`src/rtl/tri_unary_pkg.sv`:
```
package tri_unary_pkg;

    typedef enum logic {
        TRI_RISE = 1'b0,
        TRI_FALL = 1'b1
    } tri_state_e;

    localparam int SLOTS     = 8;
    localparam int SLOT_BITS = 3;

endpackage

```
`src/rtl/tri_carrier_counter.sv`:
```
module tri_carrier_counter
    import tri_unary_pkg::*;
#(
    parameter int PERIOD = 64,
    parameter int CNT_W  = $clog2(PERIOD + 1)
) (
    input  logic             clk,
    input  logic             rst,
    output logic [CNT_W-1:0] cnt_o,
    output logic             rising_o
);

    localparam logic [CNT_W-1:0] PEAK     = CNT_W'(PERIOD);
    localparam logic [CNT_W-1:0] PRE_PEAK = CNT_W'(PERIOD - 1);
    localparam logic [CNT_W-1:0] ONE      = CNT_W'(1);

    tri_state_e       state_q, state_d;
    logic [CNT_W-1:0] cnt_q, cnt_d;

    // state register
    always_ff @(posedge clk) begin
        if (rst) begin
            state_q <= TRI_RISE;
            cnt_q   <= '0;
        end else begin
            state_q <= state_d;
            cnt_q   <= cnt_d;
        end
    end

    // next state and next count
    always_comb begin
        state_d = state_q;
        cnt_d   = cnt_q;
        unique case (state_q)
            TRI_RISE: begin
                cnt_d = cnt_q + ONE;
                if (cnt_q == PRE_PEAK) state_d = TRI_FALL;   // PEAK_TURN
            end
            TRI_FALL: begin
                cnt_d = cnt_q - ONE;
                if (cnt_q == ONE) state_d = TRI_RISE;        // VALLEY_TURN
            end
            default: begin
                state_d = TRI_RISE;
                cnt_d   = '0;
            end
        endcase
    end

    // outputs
    always_comb begin
        cnt_o    = cnt_q;
        rising_o = (state_q == TRI_RISE);
    end

    assert_bound_R2: assert property (@(posedge clk) disable iff (rst)
        cnt_q <= PEAK);

    assert_rise_step_R2: assert property (@(posedge clk) disable iff (rst)
        rising_o |=> (cnt_q == $past(cnt_q) + ONE));

    assert_fall_step_R3: assert property (@(posedge clk) disable iff (rst)
        (!rising_o && cnt_q != ONE) |=> (!rising_o && cnt_q == $past(cnt_q) - ONE));

    assert_valley_wrap_R3: assert property (@(posedge clk) disable iff (rst)
        (!rising_o && cnt_q == ONE) |=> (rising_o && cnt_q == '0));

    assert_peak_turn_R4: assert property (@(posedge clk) disable iff (rst)
        (rising_o && cnt_q == PRE_PEAK) |=> (!rising_o && cnt_q == PEAK));

endmodule

```
`src/rtl/tri_slot_encoder.sv`:
```
module tri_slot_encoder
    import tri_unary_pkg::*;
#(
    parameter int CNT_W  = 7,
    parameter bit INVERT = 1'b0,
    parameter int CMP_W  = CNT_W + SLOT_BITS
) (
    input  logic             clk,
    input  logic             rst,
    input  logic [CNT_W-1:0] cnt_i,
    input  logic             rising_i,
    input  logic [CMP_W-1:0] cmp_rise_i,
    input  logic [CMP_W-1:0] cmp_fall_i,
    output logic [SLOTS-1:0] word_o
);

    logic [CMP_W-1:0]     cmp_sel;
    logic [CNT_W-1:0]     cmp_tick;
    logic [SLOT_BITS-1:0] cmp_slot;
    logic [SLOTS-1:0]     raw_word;
    logic [SLOTS-1:0]     word_d;
    logic [SLOTS-1:0]     word_q;

    always_comb begin
        cmp_sel  = rising_i ? cmp_rise_i : cmp_fall_i;
        cmp_tick = cmp_sel[CMP_W-1:SLOT_BITS];
        cmp_slot = cmp_sel[SLOT_BITS-1:0];
        if (cmp_tick == cnt_i)
            raw_word = rising_i ? (8'hFF << cmp_slot) : (8'hFF >> cmp_slot);
        else if (cnt_i > cmp_tick)
            raw_word = 8'hFF;
        else
            raw_word = 8'h00;
    end

    generate
        if (INVERT) begin : g_neg
            assign word_d = ~raw_word;
        end else begin : g_pos
            assign word_d = raw_word;
        end
    endgenerate

    always_ff @(posedge clk) begin
        if (rst) word_q <= '0;
        else     word_q <= word_d;
    end

    assign word_o = word_q;

    assert_flat_on_miss_R5: assert property (@(posedge clk) disable iff (rst)
        (cmp_tick != cnt_i) |=> (word_o == 8'h00 || word_o == 8'hFF));

    assert_below_level_R6: assert property (@(posedge clk) disable iff (rst)
        (cnt_i < cmp_tick) |=> (word_o == (INVERT ? 8'hFF : 8'h00)));

endmodule

```
`src/rtl/tri_unary_pwm.sv`:
```
module tri_unary_pwm
    import tri_unary_pkg::*;
#(
    parameter int PERIOD  = 64,
    parameter int N_PAIRS = 2,
    parameter int CNT_W   = $clog2(PERIOD + 1),
    parameter int CMP_W   = CNT_W + SLOT_BITS
) (
    input  logic                     clk,
    input  logic                     rst,
    input  logic [N_PAIRS*CMP_W-1:0] pos_rise_cmp,
    input  logic [N_PAIRS*CMP_W-1:0] pos_fall_cmp,
    input  logic [N_PAIRS*CMP_W-1:0] neg_rise_cmp,
    input  logic [N_PAIRS*CMP_W-1:0] neg_fall_cmp,
    output logic [CNT_W-1:0]         tick_cnt,
    output logic                     rising,
    output logic [N_PAIRS*SLOTS-1:0] pos_word,
    output logic [N_PAIRS*SLOTS-1:0] neg_word
);

    logic [CNT_W-1:0] cnt;
    logic             rise;

    tri_carrier_counter #(.PERIOD(PERIOD), .CNT_W(CNT_W)) u_carrier (
        .clk      (clk),
        .rst      (rst),
        .cnt_o    (cnt),
        .rising_o (rise)
    );

    assign tick_cnt = cnt;
    assign rising   = rise;

    for (genvar p = 0; p < N_PAIRS; p++) begin : g_pair
        logic [SLOTS-1:0] pw, nw;

        tri_slot_encoder #(.CNT_W(CNT_W), .INVERT(1'b0), .CMP_W(CMP_W)) u_pos (
            .clk        (clk),
            .rst        (rst),
            .cnt_i      (cnt),
            .rising_i   (rise),
            .cmp_rise_i (pos_rise_cmp[p*CMP_W +: CMP_W]),
            .cmp_fall_i (pos_fall_cmp[p*CMP_W +: CMP_W]),
            .word_o     (pw)
        );

        tri_slot_encoder #(.CNT_W(CNT_W), .INVERT(1'b1), .CMP_W(CMP_W)) u_neg (
            .clk        (clk),
            .rst        (rst),
            .cnt_i      (cnt),
            .rising_i   (rise),
            .cmp_rise_i (neg_rise_cmp[p*CMP_W +: CMP_W]),
            .cmp_fall_i (neg_fall_cmp[p*CMP_W +: CMP_W]),
            .word_o     (nw)
        );

        assign pos_word[p*SLOTS +: SLOTS] = pw;
        assign neg_word[p*SLOTS +: SLOTS] = nw;

        assert_complement_R7: assert property (@(posedge clk) disable iff (rst)
            (pos_rise_cmp[p*CMP_W +: CMP_W] == neg_rise_cmp[p*CMP_W +: CMP_W] &&
             pos_fall_cmp[p*CMP_W +: CMP_W] == neg_fall_cmp[p*CMP_W +: CMP_W])
            |=> (nw == ~pw));
    end

endmodule

```
`config.mk`:
```
export PLATFORM = sky130hd
export DESIGN_NAME = tri_unary_pwm
export DESIGN_NICKNAME = d
export VERILOG_FILES = /design/src/rtl/tri_unary_pkg.sv /design/src/rtl/tri_carrier_counter.sv /design/src/rtl/tri_slot_encoder.sv /design/src/rtl/tri_unary_pwm.sv
export SDC_FILE = /design/constraint.sdc
export NUM_CORES = 1
export LEC_CHECK = 0
export BUFFER_PORTS_ARGS = -buffer_cell sky130_fd_sc_hd__buf_2
export CAP_MARGIN = 20
export CORE_UTILIZATION = 43
export DETAILED_ROUTE_END_ITERATION = 7
export HOLD_SLACK_MARGIN = 0.12
export PLACE_DENSITY_LB_ADDON = 0.25
export SYNTH_ARGS = -nofsm -noshare
export SYNTH_HDL_FRONTEND = slang
export SYNTH_HIERARCHICAL = 1
export SYNTH_SLANG_ARGS = --single-unit
```
`constraint.sdc`:
```
create_clock -name clk -period 2.7 [get_ports clk]
set_input_delay 0.675 -clock clk [delete_from_list [all_inputs] [get_ports clk]]
set_output_delay 0.675 -clock clk [all_outputs]
set_load 0.005 [all_outputs]
```
==> impl_metrics.env <==
export IMPL_outcome="finished clean"
export IMPL_clock_latency_ns=0.29
export IMPL_grt_pass1_wl_microns=9680
export IMPL_layout_setup_ws_ns=0.417
export IMPL_yosysWarnings=6
export IMPL_worst_slew_pin_slew_ns=0.598
export IMPL_post_dp_hpwl_microns=4870
export IMPL_gp_congestion=0.769
export IMPL_clock_tree_htree_level_count=2
export IMPL_die_height_microns=82.6
export IMPL_netlist_area_sq_um=2790
export IMPL_die_w_microns=82.6
export IMPL_seq_area_frac_synth=0.287
export IMPL_max_freq_ghz=0.438
export IMPL_synth_ff_latch_count=40
export IMPL_cts_inserted_buffers=5
export IMPL_fin_util=0.567
export IMPL_grt_usage=0.185
export IMPL_grt_pass1_vias=2195
export IMPL_r2r_end="g_pair[0].u_neg/word_o[6]"
export IMPL_grt_max_degree=20
export IMPL_r2r_cells=7
export IMPL_die_area_sq_um=6820
export IMPL_clk_pin_slew_worst_paths_ns=0.08
export IMPL_regArea_sq_um=801
export IMPL_grt_antenna_before_repair=0
export IMPL_hp_class="reg2reg"
export IMPL_drc=0
export IMPL_fill_cells=601
export IMPL_wl_per_cell_microns=12.3
export IMPL_peakVddDrop_uv=204
export IMPL_cts_root_buf="clkbuf_8"
export IMPL_powerDensity_nw_per_um2=362
export IMPL_async_flop_share=0
export IMPL_syn_to_final_growth_pct=28.1
export IMPL_drt_total_wl_microns=6340
export IMPL_cts_sinks=40
export IMPL_min_path_cells=1
export IMPL_nNetsFinal=552
export IMPL_antenna_left=0
export IMPL_cp_start_kind="register"
export IMPL_grt_setup_unrepaired="no"
export IMPL_multi_input_area_sq_um=1870
export IMPL_num_io_pins=122
export IMPL_cp_required_ns=2.84
export IMPL_most_common_layout_cells="buf_2, dfxtp_1, ha_1"
export IMPL_cts_tree="built"
export IMPL_via_per_inst=5.27
export IMPL_drt_iter0_drc=69
export IMPL_hold_path_endpoint="u_carrier/cnt_o[0]"
export IMPL_final_common_cell="buf_2"
export IMPL_power_w=0.00130
export IMPL_rows=29
export IMPL_cts_buffer_depth=2
export IMPL_synth_area_per_cell_sq_um=8.84
export IMPL_cap_viol_max_count=0
export IMPL_leakage_nw=1.90
export IMPL_port_buffers=121
export IMPL_synth_fp_nets=429
export IMPL_cp_end_kind="register"
export IMPL_cp_data_arrival_time_ns=2.43
export IMPL_min_from="u_carrier/cnt_o[0]"
export IMPL_r2r_start="u_carrier/state_q"
export IMPL_ys_flop_type="dfxtp_1"
export IMPL_drive_gt1_frac=0.366
export IMPL_start_util=0.443
export IMPL_setup_viol=0
export IMPL_worstPathMaxFanout=17
export IMPL_skew_ns=0.00875
export IMPL_fin_crit_sh=0.846
export IMPL_regToRegSetupSlack_ns=0.42
export IMPL_ctsResizeCount=0
export IMPL_holdBufCountCts=0
export IMPL_drt_pass1_iterations=4
export IMPL_core_area_sq_um=6310
export IMPL_pre_cts_ws_ns=0.327
export IMPL_grt_overflow_total=0
export IMPL_route_vias_total=2724
export IMPL_synth_cells=316
export IMPL_slew_headroom=0.600
export IMPL_diodes=0
export IMPL_cts_setup_buffers=0
export IMPL_synth_edf_count=0
export IMPL_hold_violations=0
export IMPL_finalCriticalPeriod_ns=2.28
export IMPL_slew_violations=0
export IMPL_ys_types=49
export IMPL_setup_tns_ns=0
export IMPL_path_class="reg2reg"
==> Yosys cell counts, types with 2 or more instances <==
cell type | n | area (sq um)
a21oi_1 | 26 | 130
o21ai_2 | 2 | 17.5
dfxtp_1 | 40 | 801
ha_1 | 31 | 388
o31ai_2 | 4 | 50.1
a211oi_1 | 8 | 60.1
mux2_1 | 3 | 33.8
nor2_2 | 2 | 12.5
nor3_1 | 4 | 20.0
clkbuf_1 | 2 | 7.51
o31a_1 | 2 | 17.5
nand4_2 | 2 | 25.0
o211ai_1 | 4 | 30.0
o31ai_1 | 2 | 15.0
nand3_1 | 6 | 30.0
a31oi_1 | 6 | 37.5
o21ai_0 | 24 | 120
mux2i_1 | 25 | 250
a21o_1 | 3 | 22.5
nand2_1 | 9 | 33.8
nand4_1 | 4 | 25.0
o21ai_1 | 17 | 85.1
a41oi_1 | 4 | 35.0
o22ai_1 | 2 | 12.5
nor2b_1 | 3 | 18.8
mux2_2 | 4 | 45.0
o221ai_2 | 2 | 30.0
nor2_1 | 27 | 101
inv_1 | 13 | 48.8
or4b_4 | 2 | 27.5
and3b_1 | 2 | 17.5
nand2b_1 | 3 | 18.8
buf_6 | 3 | 33.8
buf_2 | 6 | 30.0
nand3b_1 | 4 | 30.0
nand2_2 | 2 | 12.5
==> power by group <==
| group | total, W | switching [W] | leakage, nW | internal, W |
|---|---|---|---|---|
| clock | 0.000409 | 0.000205 | 0.0510 | 0.000204 |
| sequential | 0.000630 | 0.0000185 | 0.329 | 0.000612 |
| combinational | 0.000258 | 0.000129 | 1.52 | 0.000129 |
| total | 0.00130 | 0.000352 | 1.90 | 0.000945 |
==> sequential cells by signal (all words and copies together) (netlist names) <==
name and cells:
u_carrier/cnt_o 7, g_pair.u_pos/word_o 16, g_pair.u_neg/word_o 16, u_carrier/state_q 1
==> stage by stage <==
| step | hold WS, ns | instance area [sq um] | cells |
|---|---|---|---|
| 2_1_floorplan | 0.531 | 2790 | 316 |
| 3_3_place_gp | 0.631 | 3490 | 509 |
| 3_5_place_dp | 0.633 | 3490 | 509 |
| 4_1_cts | 0.656 | 3580 | 517 |
| 5_1_grt | 0.683 | 3580 | 517 |
| 6_report | 0.644 | 3580 | 517 |
==> worst max-delay path: stages (launching register included) <==
cell      delay (ns)
dfxtp_1         0.32
inv_2           0.27
mux2_2          0.38
ha_1            0.29
nand2b_1        0.10
a31oi_1         0.08
o211ai_1        0.51
o21ai_0         0.18
==> cells by family after synthesis <==
logic type,Yosys count,share of synthesized area
and+or+nand+nor,76,0.155
muxes,32,0.118
AOI/OAI and AO/OA,110,0.251
buffers and inverters,25,0.0443
adders and majority gates,31,0.139
DFF,40,0.287
xor gates and xnor gates,2,0.00627
==> per-layer routing <==
layer	vias to the layer above	routed length, microns	global-route usage
met2	75	2950	0.321
met1	1210	3020	0.234
li1	1435	-	-
met3	4	310	0.0330
met5	-	0	0
met4	0	60	0.0517
==> area by class of cell <==
type	count	share of cell area
inverters	13	0.0136
clock buffers	6	0.0231
multi-input cells	251	0.522
repair buffers	128	0.187
flip-flops and latches	40	0.224
clock inverters	2	0.00280
well taps	77	0.0269
==> worst max path at each step <==
stage,from,endpoint,cells after the start,slack (ns)
2_1_floorplan,u_carrier/state_q,g_pair[0].u_neg/word_o[2],10,0.02
3_3_place_gp,neg_rise_cmp[3],g_pair[0].u_neg/word_o[3],7,0.38
3_5_place_dp,neg_rise_cmp[3],g_pair[0].u_neg/word_o[6],7,0.33
4_1_cts,u_carrier/state_q,g_pair[0].u_neg/word_o[6],7,0.39
5_1_grt,u_carrier/state_q,g_pair[1].u_neg/word_o[1],7,0.20
6_report,u_carrier/state_q,g_pair[0].u_neg/word_o[6],7,0.42
(Power assumes the default switching activity.)
